<file path="src/rtl/cpsc_pkg.sv">
package cpsc_pkg;
   typedef enum logic [1:0] {
      ST_EXEC  = 2'd0,
      ST_WAIT  = 2'd1,
      ST_STOP  = 2'd2,
      ST_DEBUG = 2'd3
   } core_state_t;

   localparam int CAUSE_W = 3;
   localparam logic [CAUSE_W-1:0] CAUSE_NONE = 3'd0;
   localparam logic [CAUSE_W-1:0] CAUSE_DBG  = 3'd1;
   localparam logic [CAUSE_W-1:0] CAUSE_NMI  = 3'd2;
   localparam logic [CAUSE_W-1:0] CAUSE_IRQ  = 3'd3;
   localparam logic [CAUSE_W-1:0] CAUSE_PIN  = 3'd4;
endpackage

</file>
<file path="src/rtl/cpsc_wake_arb.sv">
module cpsc_wake_arb
   import cpsc_pkg::*;
#(
   parameter int N_IRQ = 8
) (
   input  core_state_t            cur_st,
   input  logic [N_IRQ-1:0]       irq_req,
   input  logic [N_IRQ-1:0]       irq_en,
   input  logic                   nmi_req,
   input  logic                   jtag_dbg_req,
   input  logic                   ext_event,
   input  logic                   wake_pin,
   output logic                   wake_hit,
   output logic [CAUSE_W-1:0]     wake_code
);
   if (N_IRQ < 1) begin : g_bad_irq
      $error("cpsc_wake_arb: N_IRQ must be at least 1");
   end

   logic [N_IRQ-1:0] live_irq;
   for (genvar i = 0; i < N_IRQ; i++) begin : g_mask
      assign live_irq[i] = irq_req[i] & irq_en[i];
   end

   logic in_wait, in_stop;
   logic ev_dbg, ev_nmi, ev_irq, ev_pin;

   assign in_wait = (cur_st == ST_WAIT);
   assign in_stop = (cur_st == ST_STOP);
   assign ev_dbg  = (in_wait | in_stop) & (jtag_dbg_req | ext_event);
   assign ev_nmi  = in_wait & nmi_req;
   assign ev_irq  = in_wait & (|live_irq);
   assign ev_pin  = in_stop & wake_pin;

   always_comb begin
      wake_hit  = 1'b1;
      wake_code = CAUSE_NONE;
      if (ev_dbg)      wake_code = CAUSE_DBG;
      else if (ev_nmi) wake_code = CAUSE_NMI;
      else if (ev_irq) wake_code = CAUSE_IRQ;
      else if (ev_pin) wake_code = CAUSE_PIN;
      else             wake_hit  = 1'b0;
   end
endmodule

</file>
<file path="src/rtl/cpsc_fsm.sv">
module cpsc_fsm
   import cpsc_pkg::*;
(
   input  logic               clk,
   input  logic               rst,
   input  logic               sleep_wait_req,
   input  logic               sleep_stop_req,
   input  logic               dbg_exit_cmd,
   input  logic               dbg_exc_mode,
   input  logic               wake_hit,
   input  logic [CAUSE_W-1:0] wake_code,
   output core_state_t        st_q,
   output logic [CAUSE_W-1:0] cause_q,
   output logic               exc_pulse_q
);
   logic mode_sh;
   logic entering;
   logic waking;

   assign entering = (st_q == ST_EXEC) & (sleep_wait_req | sleep_stop_req);
   assign waking   = ((st_q == ST_WAIT) | (st_q == ST_STOP)) & wake_hit;

   always_ff @(posedge clk) begin
      if (rst) begin
         st_q        <= ST_EXEC;
         mode_sh     <= 1'b0;
         cause_q     <= CAUSE_NONE;
         exc_pulse_q <= 1'b0;
      end else begin
         exc_pulse_q <= 1'b0;
         unique case (st_q)
            ST_EXEC: begin
               if (entering) begin
                  st_q    <= sleep_stop_req ? ST_STOP : ST_WAIT;
                  mode_sh <= dbg_exc_mode;
                  cause_q <= CAUSE_NONE;
               end
            end
            ST_WAIT, ST_STOP: begin
               if (wake_hit) begin
                  cause_q <= wake_code;
                  if (wake_code == CAUSE_DBG && !mode_sh) begin
                     st_q <= ST_DEBUG;
                  end else begin
                     st_q <= ST_EXEC;
                     exc_pulse_q <= (wake_code == CAUSE_DBG);
                  end
               end
            end
            ST_DEBUG: begin
               if (dbg_exit_cmd) st_q <= ST_EXEC;
            end
            default: st_q <= ST_EXEC;
         endcase
      end
   end


   cause_hold_chk: assert property (@(posedge clk) disable iff (rst)
      (!entering && !waking) |=> $stable(cause_q));

   stop_entry_chk: assert property (@(posedge clk) disable iff (rst)
      (st_q == ST_EXEC && sleep_stop_req) |=> (st_q == ST_STOP));

   debug_hold_chk: assert property (@(posedge clk) disable iff (rst)
      (st_q == ST_DEBUG && !dbg_exit_cmd) |=> (st_q == ST_DEBUG));

   exc_single_chk: assert property (@(posedge clk) disable iff (rst)
      exc_pulse_q |=> !exc_pulse_q);
endmodule

</file>
<file path="src/rtl/cpsc_clk_ctrl.sv">
module cpsc_clk_ctrl
   import cpsc_pkg::*;
(
   input  core_state_t cur_st,
   output logic        core_clk_en,
   output logic        periph_clk_en
);
   always_comb begin
      unique case (cur_st)
         ST_WAIT: begin core_clk_en = 1'b0; periph_clk_en = 1'b1; end
         ST_STOP: begin core_clk_en = 1'b0; periph_clk_en = 1'b0; end
         default: begin core_clk_en = 1'b1; periph_clk_en = 1'b1; end
      endcase
   end
endmodule

</file>
<file path="src/rtl/core_pwr_state_ctrl.sv">
module core_pwr_state_ctrl
   import cpsc_pkg::*;
#(
   parameter int N_IRQ = 8
) (
   input  logic               clk,
   input  logic               rst,
   input  logic               sleep_wait_req,
   input  logic               sleep_stop_req,
   input  logic               wake_pin,
   input  logic [N_IRQ-1:0]   irq_req,
   input  logic [N_IRQ-1:0]   irq_en,
   input  logic               nmi_req,
   input  logic               jtag_dbg_req,
   input  logic               ext_event,
   input  logic               dbg_exit_cmd,
   input  logic               dbg_exc_mode,
   output logic [1:0]         state,
   output logic               core_clk_en,
   output logic               periph_clk_en,
   output logic               dbg_exc_pulse,
   output logic [CAUSE_W-1:0] wake_cause
);
   core_state_t        st;
   logic               hit;
   logic [CAUSE_W-1:0] code;

   cpsc_wake_arb #(.N_IRQ(N_IRQ)) u_arb (
      .cur_st(st), .irq_req(irq_req), .irq_en(irq_en), .nmi_req(nmi_req),
      .jtag_dbg_req(jtag_dbg_req), .ext_event(ext_event), .wake_pin(wake_pin),
      .wake_hit(hit), .wake_code(code)
   );

   cpsc_fsm u_fsm (
      .clk(clk), .rst(rst), .sleep_wait_req(sleep_wait_req),
      .sleep_stop_req(sleep_stop_req), .dbg_exit_cmd(dbg_exit_cmd),
      .dbg_exc_mode(dbg_exc_mode), .wake_hit(hit), .wake_code(code),
      .st_q(st), .cause_q(wake_cause), .exc_pulse_q(dbg_exc_pulse)
   );

   cpsc_clk_ctrl u_clk (
      .cur_st(st), .core_clk_en(core_clk_en), .periph_clk_en(periph_clk_en)
   );

   assign state = st;


   stop_ignores_irq_chk: assert property (@(posedge clk) disable iff (rst)
      (st == ST_STOP && !wake_pin && !jtag_dbg_req && !ext_event) |=> (st == ST_STOP));

   clk_gate_chk: assert property (@(posedge clk) disable iff (rst)
      (!periph_clk_en |-> !core_clk_en));

   pulse_exec_chk: assert property (@(posedge clk) disable iff (rst)
      dbg_exc_pulse |-> (st == ST_EXEC && wake_cause == CAUSE_DBG));
endmodule

</file>
<file path="config.mk">
export PLATFORM = sky130hd
export DESIGN_NAME = core_pwr_state_ctrl
export DESIGN_NICKNAME = d
export VERILOG_FILES = /design/src/rtl/cpsc_pkg.sv /design/src/rtl/cpsc_wake_arb.sv /design/src/rtl/cpsc_fsm.sv /design/src/rtl/cpsc_clk_ctrl.sv /design/src/rtl/core_pwr_state_ctrl.sv
export SDC_FILE = /design/constraint.sdc
export NUM_CORES = 1
export LEC_CHECK = 0
export BUFFER_PORTS_ARGS = -buffer_cell sky130_fd_sc_hd__buf_2
export CAP_MARGIN = 20
export CORE_AREA = 2 2 39 41
export CTS_CLUSTER_SIZE = 40
export DETAILED_ROUTE_END_ITERATION = 7
export DIE_AREA = 0 0 41 43
export PLACE_DENSITY = 0.8
export SLEW_MARGIN = 20
export SYNTH_ARGS = -nofsm -noshare
export SYNTH_HDL_FRONTEND = slang
export SYNTH_SLANG_ARGS = --single-unit
</file>
<file path="constraint.sdc">
create_clock -name clk -period 6.3 [get_ports clk]
set_input_delay 0.315 -clock clk [delete_from_list [all_inputs] [get_ports clk]]
set_output_delay 0.315 -clock clk [all_outputs]
set_load 0.005 [all_outputs]
</file>
Word-level counts from Yosys, hierarchy flattened
Cells that the tools add are included.
{"block": "word_totals", "reg_bits": 7, "latch_bits": 0, "ram_bits": 0, "mem_bits_ro": 0, "input_bits": 26, "out_inout_bits": 8, "elab_cells": 58, "mem_count": 0}
{"block": "op_classes", "add_sub_neg": 0, "mul": 0, "div": 0, "n_lt_le_gt_ge": 0, "n_eq_ne": 7, "n_shift": 0, "mux": 19, "n_bitwise": 18, "reduce_logical": 10}
{"op": "two-way mux 3 bit", "count": 6}
{"op": "bitwise AND 1 bit", "count": 13}
{"op": "two-way mux 2 bit", "count": 5}
{"op": "OR reduction 8 bit", "count": 1}
{"op": "two-way mux 1 bit", "count": 6}
{"op": "one-hot mux 2 bit (3 select lines)", "count": 1}
{"op": "one-hot mux 3 bit (2 select lines)", "count": 1}
{"op": "AND reduction 3 bit", "count": 2}
{"op": "equality test 2 bit (second input constant)", "count": 2}
{"op": "!= test 2 x 1 -> 1 bit (second input constant)", "count": 2}
{"op": "OR reduction 4 bit", "count": 1}
{"op": "equality test 3 x 1 -> 1 bit (second input constant)", "count": 1}
{"op": "bitwise OR 1 bit", "count": 3}
{"op": "equality test 2 x 1 -> 1 bit (second input constant)", "count": 1}
{"op": "zero test 2 bit", "count": 1}
{"op": "!= test 2 bit (second input constant)", "count": 1}
{"op": "inverter 1 bit", "count": 2}
{"op": "AND reduction 2 bit", "count": 1}
{"op": "nonzero test 2 bit", "count": 1}
{"op": "OR reduction 2 bit", "count": 1}
{"op": "logical AND 1 bit", "count": 1}
{"op": "zero test 1 bit", "count": 1}

Longest topological paths before layout
Gate-level depths: netlist (run 1).
{"block": "logic_depth", "ltp_word": 11, "ltp_mapped": 7, "ltp_nobuf": 7}

Cells and area by module
From an unflattened synthesis (run 1), not the netlist that was laid out.
{"block": "hier_totals", "cells_unflattened": 59, "area_unflattened_um2": 515.5}
{"mod": "cpsc_fsm", "instances": 1, "cells_each": 37, "area_per_inst_um2": 366.6, "seq_area_each_um2": 140.1}
{"mod": "cpsc_wake_arb", "instances": 1, "cells_each": 19, "area_per_inst_um2": 128.9, "seq_area_each_um2": 0.0}
{"mod": "cpsc_clk_ctrl", "instances": 1, "cells_each": 3, "area_per_inst_um2": 20.0, "seq_area_each_um2": 0.0}

Least setup slack after synthesis (run 1)
No wires, ideal clock.
{"block": "synth_timing", "path_kind": "reg-to-reg", "from": "reg u_fsm.st_q[0]", "to": "reg u_fsm.st_q[0]", "setup_ns": 0.119, "arrival_time_ns": 1.915, "required_ns": 6.181, "slack_ns": 4.267, "path_stages_with_launch": 8, "path_buffers": 0, "synth_period_minus_slack_ns": 2.033, "path_cell_list": "dfxtp_1 inv_1 ha_1 or3b_4 or3_4 o21ai_4 a21oi_1 o221a_1"}
{"block": "synth_between", "elab_chain_cells": 11, "word_cells_on_any_way": 28, "classes_between": "eq/ne: 7; mux: 11; bitwise: 6; reduce/logical: 4"}
{"item": "start, declared", "line": "cpsc_fsm.sv:12", "text": "output core_state_t st_q,"}
{"item": "start signal, assigned", "line": "cpsc_fsm.sv:34", "text": "st_q <= sleep_stop_req ? ST_STOP : ST_WAIT;"}
{"item": "equality test 2 bit", "line": "cpsc_wake_arb.sv:29, cpsc_fsm.sv:31"}
{"item": "bitwise AND 1 bit", "line": "cpsc_wake_arb.sv:33", "text": "assign ev_pin = in_stop & wake_pin;"}
{"item": "two-way mux 3 bit", "line": "cpsc_wake_arb.sv:41", "text": "else if (ev_pin) wake_code = CAUSE_PIN;"}
{"item": "two-way mux 3 bit", "line": "cpsc_wake_arb.sv:40", "text": "else if (ev_irq) wake_code = CAUSE_IRQ;"}
{"item": "two-way mux 3 bit", "line": "cpsc_wake_arb.sv:39", "text": "else if (ev_nmi) wake_code = CAUSE_NMI;"}
{"item": "two-way mux 3 bit", "line": "cpsc_wake_arb.sv:38", "text": "if (ev_dbg) wake_code = CAUSE_DBG;"}
{"item": "equality test 3 x 1 -> 1 bit", "line": "cpsc_fsm.sv:42", "text": "if (wake_code == CAUSE_DBG && !mode_sh) begin"}
{"item": "logical AND 1 bit", "line": "cpsc_fsm.sv:42"}
{"item": "two-way mux 2 bit", "line": "cpsc_fsm.sv:42"}
{"item": "two-way mux 2 bit", "line": "cpsc_fsm.sv:40", "text": "if (wake_hit) begin"}
{"item": "one-hot mux 2 bit (3 select lines)", "line": "cpsc_fsm.sv:31", "text": "unique case (st_q)"}
Parallel ways exist; a longest one is shown, timed or not. The select of a mux whose other input is x is not followed.
A chain may end at the register's enable or synchronous reset.

Worst setup path after layout (run 1)
Same ends and word-level chain as after synthesis.

==> results.py, run 1 <==
metrics = {
    "run_status": {
        "status": "finished, final reports clean",
    },
    "cts": {
        "cts.sinks": 7,
        "cts_tree": "done",
        "postCtsSetupBuffers": 0,
        "path_clk_slew_ns": 0.05,
        "ctsRootBufferMaster": "clkbuf_4",
        "cts_max_path_buffers": 2,
        "clk_latency_ns": 0.25,
        "holdBufCountCts": 0,
        "h-tree-depth": 1,
        "numCtsBuffers": 3,
        "cts_resized": 0,
    },
    "run": {
        "maxCapViolations": 0,
    },
    "synth": {
        "syn_nets": 88,
        "synth.avg_cell_area_um2": 8.456,
        "synthArstFlopShare_pct": 0,
        "yosysWarnings": 0,
        "syn_inst": 58,
        "ys_seq_area_share_pct": 28.57,
        "ys.flop_type": "dfxtp_1",
        "synth_seq_cells": 7,
        "synth-edff-count": 0,
        "ys_types": 28,
        "syn_area_um2": 490.5,
    },
    "worst_setup_path": {
        "cp.arrival_ns": 2.27,
        "crit_path_end_kind": "register",
        "path_max_fanout": 5,
        "critPathKind": "register to register",
        "crit_required_ns": 6.45,
        "cp-start-kind": "register",
    },
    "power": {
        "power.leakage_nw": 0.3463,
        "cellPowerDensity_nw_per_um2": 336.6,
        "peakVddDrop_v": 0.0001815,
    },
    "floorplanning": {
        "pin_count": 34,
        "die_h_um": 43,
        "core_area_um2": 1384,
        "die_w_um": 41,
        "fp.dieArea_um2": 1763,
        "start_util_pct": 35.44,
        "num_rows": 14,
    },
    "timing": {
        "min_period_ns": 2.121,
        "max_freq_mhz": 471.5,
        "finalHoldViolations": 0,
        "setup_viol": 0,
        "fin_ws_ns": 4.179,
        "finalMaxSlewViolations": 0,
        "holdWs_ns": 0.2790,
        "worst_pin_slew_ns": 0.4475,
        "finalClockSkew_ns": 0.004585,
        "min_period_over_period_pct": 33.67,
        "max-slew-margin-rel_pct": 69.91,
        "totalNegativeSetupSlack_ns": 0,
        "grt_setup_unrepaired": "false",
    },
    "routing": {
        "num_vias": 553,
        "routedWlPerCell_um": 10.86,
        "dr.pass1.iters": 3,
        "wl_um": 1206,
        "drc": 0,
        "vias_per_cell": 4.982,
        "antenna_left": 0,
        "drt_iter0_drc": 8,
    },
    "grt": {
        "grt_max_degree": 7,
        "first_global_vias": 504,
        "grt_pass1_wl_um": 1980,
        "overflow": 0,
        "grt_use_total_pct": 16.68,
        "antenna_found_initial": 0,
    },
    "place": {
        "portBuffers": 33,
        "dp_hpwl_um": 1036,
        "place.gp.congestion": 0.8600,
        "place_ws_ns": 4.186,
    },
    "layout": {
        "drive_above_1_share_pct": 42.11,
        "fillCellCount": 127,
        "final_common_cell": "buf_2",
        "nets": 126,
        "layout_common_cells": "33 x buf_2, 9 x inv_1, 7 x dfxtp_1",
        "area_delta_synth_final_pct": 43.11,
        "diodes": 0,
    },
    "min_path": {
        "hold_class": "primary input to register",
    },
}
## power breakdown
| group | total, mW | internal [mW] | leakage, nW | switching [mW] |
|---|---|---|---|---|
| logic | 0.131 | 0.0624 | 0.274 | 0.0682 |
| clock network | 0.0409 | 0.0242 | 0.0150 | 0.0167 |
| registers | 0.0647 | 0.0554 | 0.0573 | 0.00932 |
| total | 0.236 | 0.142 | 0.346 | 0.0942 |
## cell type report
cell class                 instances  area, um2  area share (%)
multi-input combinational         42      316.6           45.10
timing repair buffer              33      165.2           23.53
tap                               16      20.02           2.852
clock buffer                       4      26.28           3.743
inverter                           9      33.78           4.813
sequential                         7      140.1           19.96
## kinds of logic after synthesis
| group | count (synthesis) | synth area share [%] |
|---|---|---|
| adder cells (fa/ha/maj) | 4 | 10.20 |
| multiplexers | 1 | 2.041 |
| buffers and inverters | 9 | 6.887 |
| AND/OR/NAND/NOR | 12 | 15.05 |
| AO/OA/AOI/OAI | 25 | 37.25 |
| flip-flops | 7 | 28.57 |
## routing by layer
metal	part of all wire, %	GRT usage (%)
met5	0	0
met4	0	2.000
met3	9.0	9.948
met2	51	28.75
met1	40	16.77
## path summary, 6_finish.rpt
| check | start | endpoint | slack (ns) | cells after the start |
|---|---|---|---|---|
| setup reg to reg | u_fsm.st_q[0] | u_fsm.st_q[0] | 4.18 | 7 |
| hold reg to reg | u_fsm.mode_sh | u_fsm.exc_pulse_q | 0.50 | 1 |
| hold / removal | rst | u_fsm.cause_q[1] | 0.28 | 2 |
| setup / recovery | u_fsm.st_q[0] | u_fsm.st_q[0] | 4.18 | 7 |
## cells in the mapped netlist, types with 3 or more instances
library cell,instances,area [um2]
inv_1,9,33.78
nor2_1,4,15.01
a22oi_1,4,30.03
ha_1,4,50.05
a21oi_1,6,30.03
o21ai_0,3,15.01
dfxtp_1,7,140.1
## stage by stage
stage	instances	util, %	cell area, um2	total power, mW
2_1_floorplan	58	-	490.5	0.1535
3_3_place_gp	107	48.82	675.6	0.1937
3_5_place_dp	107	48.82	675.6	0.1964
4_1_cts	111	50.72	701.9	0.2390
5_1_grt	111	50.72	701.9	0.2597
6_report	111	50.72	701.9	0.2363
## registers in the layout, summed over array words and instances, names as in the netlist
register,count
u_fsm.cause_q,3
u_fsm.st_q,2
u_fsm.exc_pulse_q,1
u_fsm.mode_sh,1
## critical path: stages (launching register included)
cell and delay [ns]:
dfxtp_1 0.39, inv_1 0.08, ha_1 0.33, or3b_4 0.41
or3_4 0.36, o21ai_4 0.16, a21oi_1 0.06, o221a_1 0.22
No activity file was read; power rests on OpenSTA's default activity.
==> run 2, diff against run 1 <==
Settings changed: CORE_AREA 2 2 39 41 to unset, CORE_MARGIN set to 1, CORE_UTILIZATION set to 35, DIE_AREA 0 0 41 43 to unset, PLACE_DENSITY 0.8 to 0.79.
Clock period 6.3 ns to 1.8 ns, I/O delays scaled along.
==> run 2 against run 1 <==
Net effect:
- the flow now finishes with violations (setup timing)
- sequential power increased to 3.5 times the previous value
- via count rose by 8.7%
- first-iteration DRC count fell by 25%
- clock skew grew 0.00079 ns
- final area is 16% higher
- power grew to 4.5 times the previous value
- final cell count increased by 7.2%
==> results.py, run 2 (same netlist as run 1, synthesis figures left out) <==
metrics = {
    "floorplanning": {
        "die_w_um": 39.44,
        "core_area_um2": 1301,
        "start_util_pct": 37.69,
        "die_h_um": 39.44,
        "fp.dieArea_um2": 1555,
        "num_rows": 13,
        "pin_count": 34,
    },
    "cts": {
        "numCtsBuffers": 3,
        "ctsRootBufferMaster": "clkbuf_4",
        "cts.sinks": 7,
        "clk_latency_ns": 0.26,
        "postCtsSetupBuffers": 0,
        "path_clk_slew_ns": 0.05,
        "cts_tree": "done",
        "h-tree-depth": 1,
        "cts_max_path_buffers": 2,
    },
    "layout": {
        "area_delta_synth_final_pct": 66.07,
        "largest_reg_flops": 3,
        "final_common_cell": "buf_2",
        "regMostFlops": "u_fsm.cause_q",
        "diodes": 0,
        "drive_above_1_share_pct": 55.77,
        "layout_common_cells": "33 x buf_2, 9 x buf_4, 7 x inv_1",
        "largestRegisters": "u_fsm.cause_q: 3 flops, u_fsm.st_q: 2 flops",
        "postLayoutCellArea_um2": 814.5,
        "nets": 135,
        "fin_util_pct": 62.60,
    },
    "run_status": {
        "status": "complete, but fails checks",
        "violations": "setup timing",
    },
    "power": {
        "peakVddDrop_v": 0.0005679,
        "fin_total_pwr_mw": 1.056,
        "cellPowerDensity_nw_per_um2": 1297,
        "power.leakage_nw": 0.3977,
    },
    "worst_setup_path": {
        "crit_required_ns": 1.95,
        "path_max_fanout": 4,
        "crit_chain": "inv_4 -> ha_4 -> or3b_4 -> or3_4 -> o21ai_4 -> a21oi_1 -> o221a_1",
        "cp-start-kind": "register",
        "r2r_cells": 7,
        "critPathTopFamily": "simple AND/OR/NAND/NOR gates",
        "reg2reg_slack_ns": -0.14,
        "crit_path_end_kind": "register",
        "r2r-end": "u_fsm.st_q[0]",
        "slowest_delay_ns": 0.38,
        "cp_slowest_cell": "or3b_4",
        "cp.arrival_ns": 2.09,
        "critPathKind": "register to register",
        "r2r-start": "u_fsm.st_q[0]",
        "crit_buf_inv": 1,
    },
    "timing": {
        "min_period_ns": 1.944,
        "fin_ws_ns": -0.1443,
        "setup_viol": 4,
        "min_period_over_period_pct": 108.0,
        "worst_pin_slew_ns": 0.3620,
        "finalClockSkew_ns": 0.005375,
        "max_freq_mhz": 514.3,
        "holdWs_ns": 0.04901,
        "finalMaxSlewViolations": 0,
        "grt_setup_unrepaired": "true",
        "max-slew-margin-rel_pct": 75.87,
        "finalHoldViolations": 0,
        "totalNegativeSetupSlack_ns": -0.3504,
    },
    "place": {
        "place.gp.congestion": 0.7940,
        "dp_hpwl_um": 1156,
        "portBuffers": 33,
        "dpl_cell_area_um2": 767.0,
    },
    "routing": {
        "antenna_left": 0,
        "drc": 0,
        "dr.pass1.iters": 4,
        "vias_per_cell": 5.050,
        "wl_um": 1392,
        "routedWlPerCell_um": 11.70,
        "drt_iter0_drc": 6,
        "num_vias": 601,
    },
    "min_path": {
        "min_to": "u_fsm.cause_q[1]",
        "hp-start": "rst",
        "hold_class": "primary input to register",
        "whs_path_depth": 2,
    },
    "grt": {
        "grt_pass1_wl_um": 2090,
        "grt_max_degree": 7,
        "first_global_vias": 563,
        "grt_use_total_pct": 20.49,
        "antenna_found_initial": 0,
        "overflow": 0,
    },
    "run": {
        "maxCapViolations": 0,
    },
}
-- run 2: cell type report --
type                    instances  area [um2]
clock buffers                   4       26.28
fillers                       125       486.7
inverters                       9       36.28
multi-input cells              42       355.3
flip-flops and latches          7       145.1
well taps                      15       18.77
repair buffers                 42       232.7
-- run 2: power breakdown --
group / total, mW / leakage, nW / internal [mW] / switching [mW]
Clock: 0.145 / 0.0150 / 0.0848 / 0.0603
Combinational: 0.685 / 0.325 / 0.367 / 0.318
Sequential: 0.226 / 0.0582 / 0.202 / 0.0236
-- run 2: worst max-delay path by stage --
stage,start,cells after the start,end
global route,u_fsm.st_q[0],7,u_fsm.st_q[0]
finish,u_fsm.st_q[0],7,u_fsm.st_q[0]
global placement,u_fsm.st_q[0],7,u_fsm.st_q[0]
floorplan,u_fsm.st_q[1],7,u_fsm.st_q[0]
detailed placement,u_fsm.st_q[0],7,u_fsm.st_q[0]
CTS,u_fsm.st_q[0],7,u_fsm.st_q[0]
-- run 2: repair_timing --
item                                   4_1_cts  5_1_grt
pin swaps                                    2        0
gates cloned                                 0        0
hold buffers                                 0        0
setup endpoints to repair                    4        4
resized for setup                            4        1
endpoints found under the hold margin        0        0
-- run 2: per-layer routing --
| layer | vias up | wire (um) | GRT usage, % |
|---|---|---|---|
| met4 | 0 | 0 | 0 |
| met5 | - | 0 | 0 |
| met3 | 0 | 115 | 10.23 |
| met2 | 28 | 774 | 41.39 |
| li1 | 307 | - | - |
| met1 | 266 | 502 | 18.77 |
-- run 2: worst reg2reg max path, stage by stage (launching register included) --
cell and delay, ns:
dfxtp_4 0.35, inv_4 0.04, ha_4 0.25, or3b_4 0.38, or3_4 0.37, o21ai_4 0.17
a21oi_1 0.06, o221a_1 0.22
-- run 2: stage by stage --
step / setup WS (ns) / std cells
after global routing: -0.2013 / 119
final: -0.1443 / 119
after global placement: -0.09344 / 115
after detailed placement: -0.1368 / 115
after floorplan: -0.1399 / 58
after CTS: -0.1482 / 119
==> run 3, diff against run 2 <==
--- a/config.mk
+++ b/config.mk
@@ -13,5 +13,4 @@
 export DETAILED_ROUTE_END_ITERATION = 7
 export PLACE_DENSITY = 0.79
-export SLEW_MARGIN = 20
 export SYNTH_ARGS = -nofsm -noshare
 export SYNTH_HDL_FRONTEND = slang
==> constraint.sdc (replaced) <==
create_clock -name clk -period 1.8 [get_ports clk]
set_input_delay 0.54 -clock clk [delete_from_list [all_inputs] [get_ports clk]]
set_output_delay 0.54 -clock clk [all_outputs]
set_load 0.005 [all_outputs]
==> run 3 against run 2 <==
Net effect:
- sequential cell count unchanged
- critical endpoint unchanged
- via count up 6.5%
- routed wire length increased by 6.9%
- power is 2.5% higher
- clock power grew 4%
- global-route usage is 0.68 points lower
- count of clock-buffer cells in the layout did not move
- sequential power hardly changed
- non-clock buffer count up 4
- final cell count is 3.4% higher
- combinational power grew 3%
- the run still ends with setup timing left
==> results.py, run 3 (same netlist as run 1, synthesis figures left out) <==
metrics = {
    "timing": {
        "min_period_ns": 1.974,
        "finalClockSkew_ns": 0.001827,
        "totalNegativeSetupSlack_ns": -0.4770,
        "worst_pin_slew_ns": 0.3774,
        "finalHoldViolations": 0,
        "finalMaxSlewViolations": 0,
        "max-slew-margin-rel_pct": 74.62,
        "min_period_over_period_pct": 109.7,
        "grt_setup_unrepaired": "true",
        "fin_ws_ns": -0.1743,
        "max_freq_mhz": 506.5,
        "setup_viol": 4,
    },
    "cts": {
        "ctsRootBufferMaster": "clkbuf_4",
        "cts_max_path_buffers": 2,
        "clk_latency_ns": 0.26,
        "h-tree-depth": 1,
        "numCtsBuffers": 3,
        "cts_tree": "done",
        "cts.sinks": 7,
        "path_clk_slew_ns": 0.06,
    },
    "layout": {
        "largest_reg_flops": 3,
        "final_common_cell": "buf_2",
        "instances_no_fill": 123,
        "regMostFlops": "u_fsm.cause_q",
        "multi_input_area_um2": 351.6,
        "seq_area_um2": 145.1,
        "drive_above_1_share_pct": 57.41,
        "diodes": 0,
        "layout_common_cells": "33 x buf_2, 13 x buf_4, 7 x inv_1",
        "area_delta_synth_final_pct": 71.43,
        "fillCellCount": 115,
        "nets": 139,
        "largestRegisters": "u_fsm.cause_q: 3 flops, u_fsm.st_q: 2 flops",
    },
    "grt": {
        "first_global_vias": 554,
        "grt_use_total_pct": 19.81,
        "grt_max_degree": 7,
        "grt_pass1_wl_um": 2063,
        "antenna_found_initial": 0,
        "overflow": 0,
    },
    "min_path": {
        "whs_path_depth": 2,
        "hold_class": "register to register",
    },
    "floorplanning": {
        "fp.dieArea_um2": 1555,
        "start_util_pct": 37.69,
        "die_w_um": 39.44,
        "die_h_um": 39.44,
        "pin_count": 34,
        "num_rows": 13,
        "core_area_um2": 1301,
    },
    "routing": {
        "dr.pass1.iters": 6,
        "wl_um": 1488,
        "routedWlPerCell_um": 12.10,
        "vias_per_cell": 5.203,
        "drt_iter0_drc": 11,
        "antenna_left": 0,
        "drc": 0,
        "num_vias": 640,
    },
    "run": {
        "maxCapViolations": 0,
    },
    "place": {
        "portBuffers": 33,
        "place.gp.congestion": 0.7641,
        "dp_hpwl_um": 1190,
        "dp_cells": 117,
    },
    "worst_setup_path": {
        "r2r-end": "u_fsm.st_q[0]",
        "crit_start": "u_fsm.st_q[1]",
        "crit_required_ns": 1.95,
        "r2r-start": "u_fsm.st_q[1]",
        "crit_end": "u_fsm.st_q[0]",
        "cp-start-kind": "register",
        "reg2reg_slack_ns": -0.17,
        "crit_path_end_kind": "register",
        "path_max_fanout": 4,
        "critPathKind": "register to register",
        "cp.arrival_ns": 2.12,
        "r2r_cells": 7,
    },
    "power": {
        "cellPowerDensity_nw_per_um2": 1288,
        "peakVddDrop_v": 0.0005795,
        "fin_total_pwr_mw": 1.083,
        "power.leakage_nw": 0.4189,
    },
    "run_status": {
        "violations": "setup timing",
        "status": "complete, but fails checks",
    },
}
-- run 3: changes by cell type in the layout (fill, tap and decap cells not counted), sizes merged --
cell / change
buf: +4
-- run 3: metrics by stage --
step | area (um2) | hold slack [ns] | util [%] | setup WS (ns)
floorplan | 515.5 | 0.4741 | - | -0.1399
global placement | 782.0 | 0.4872 | 60.10 | -0.1562
detailed placement | 782.0 | 0.5010 | 60.10 | -0.1997
CTS | 825.8 | 0.5001 | 63.46 | -0.1736
global route | 840.8 | 0.4819 | 64.62 | -0.2290
finish | 840.8 | 0.4674 | 64.62 | -0.1743
-- run 3: critical path, stage by stage, from the launching register on --
cell,delay [ns]
dfxtp_2,0.34
inv_2,0.05
ha_4,0.26
or3b_4,0.40
or3_4,0.37
o21ai_4,0.17
a21oi_1,0.06
o221a_1,0.22
-- run 3: layer usage --
layer / routed length (um) / vias to the layer above / GRT usage [%]
met5: 0 / - / 0
met4: 4 / 0 / 0.8621
met3: 122 / 2 / 10.80
met2: 763 / 34 / 36.89
met1: 598 / 289 / 19.87
li1: - / 315 / -
-- run 3: report_power, final --
| part | switching, mW | internal [mW] | total (mW) |
|---|---|---|---|
| clock network | 0.0662 | 0.0851 | 0.151 |
| registers | 0.0259 | 0.202 | 0.228 |
| logic | 0.328 | 0.375 | 0.703 |
-- run 3: worst min path at each step --
| stage | start | to | slack [ns] |
|---|---|---|---|
| detailed placement | u_fsm.mode_sh | u_fsm.exc_pulse_q | 0.50 |
| finish | u_fsm.cause_q[1] | u_fsm.cause_q[1] | 0.47 |
| floorplan | u_fsm.mode_sh | u_fsm.exc_pulse_q | 0.47 |
| CTS | rst | u_fsm.cause_q[1] | 0.50 |
| global route | u_fsm.cause_q[1] | u_fsm.cause_q[1] | 0.48 |
| global placement | u_fsm.mode_sh | u_fsm.exc_pulse_q | 0.49 |
-- run 3: what timing repair did --
item,in CTS,in global routing
gates resized for setup,2,3
buffers inserted,1,1
pin swaps,2,3
hold buffers,0,0
endpoints found under the setup margin,4,4
-- run 3: final cells by class --
cell class / instances / area share (%)
Multi-Input combinational cell: 42 / 41.82
Timing Repair Buffer: 46 / 31.25
Sequential cell: 7 / 17.26
Inverter: 9 / 4.315
Clock buffer: 4 / 3.125
Tap cell: 15 / 2.232
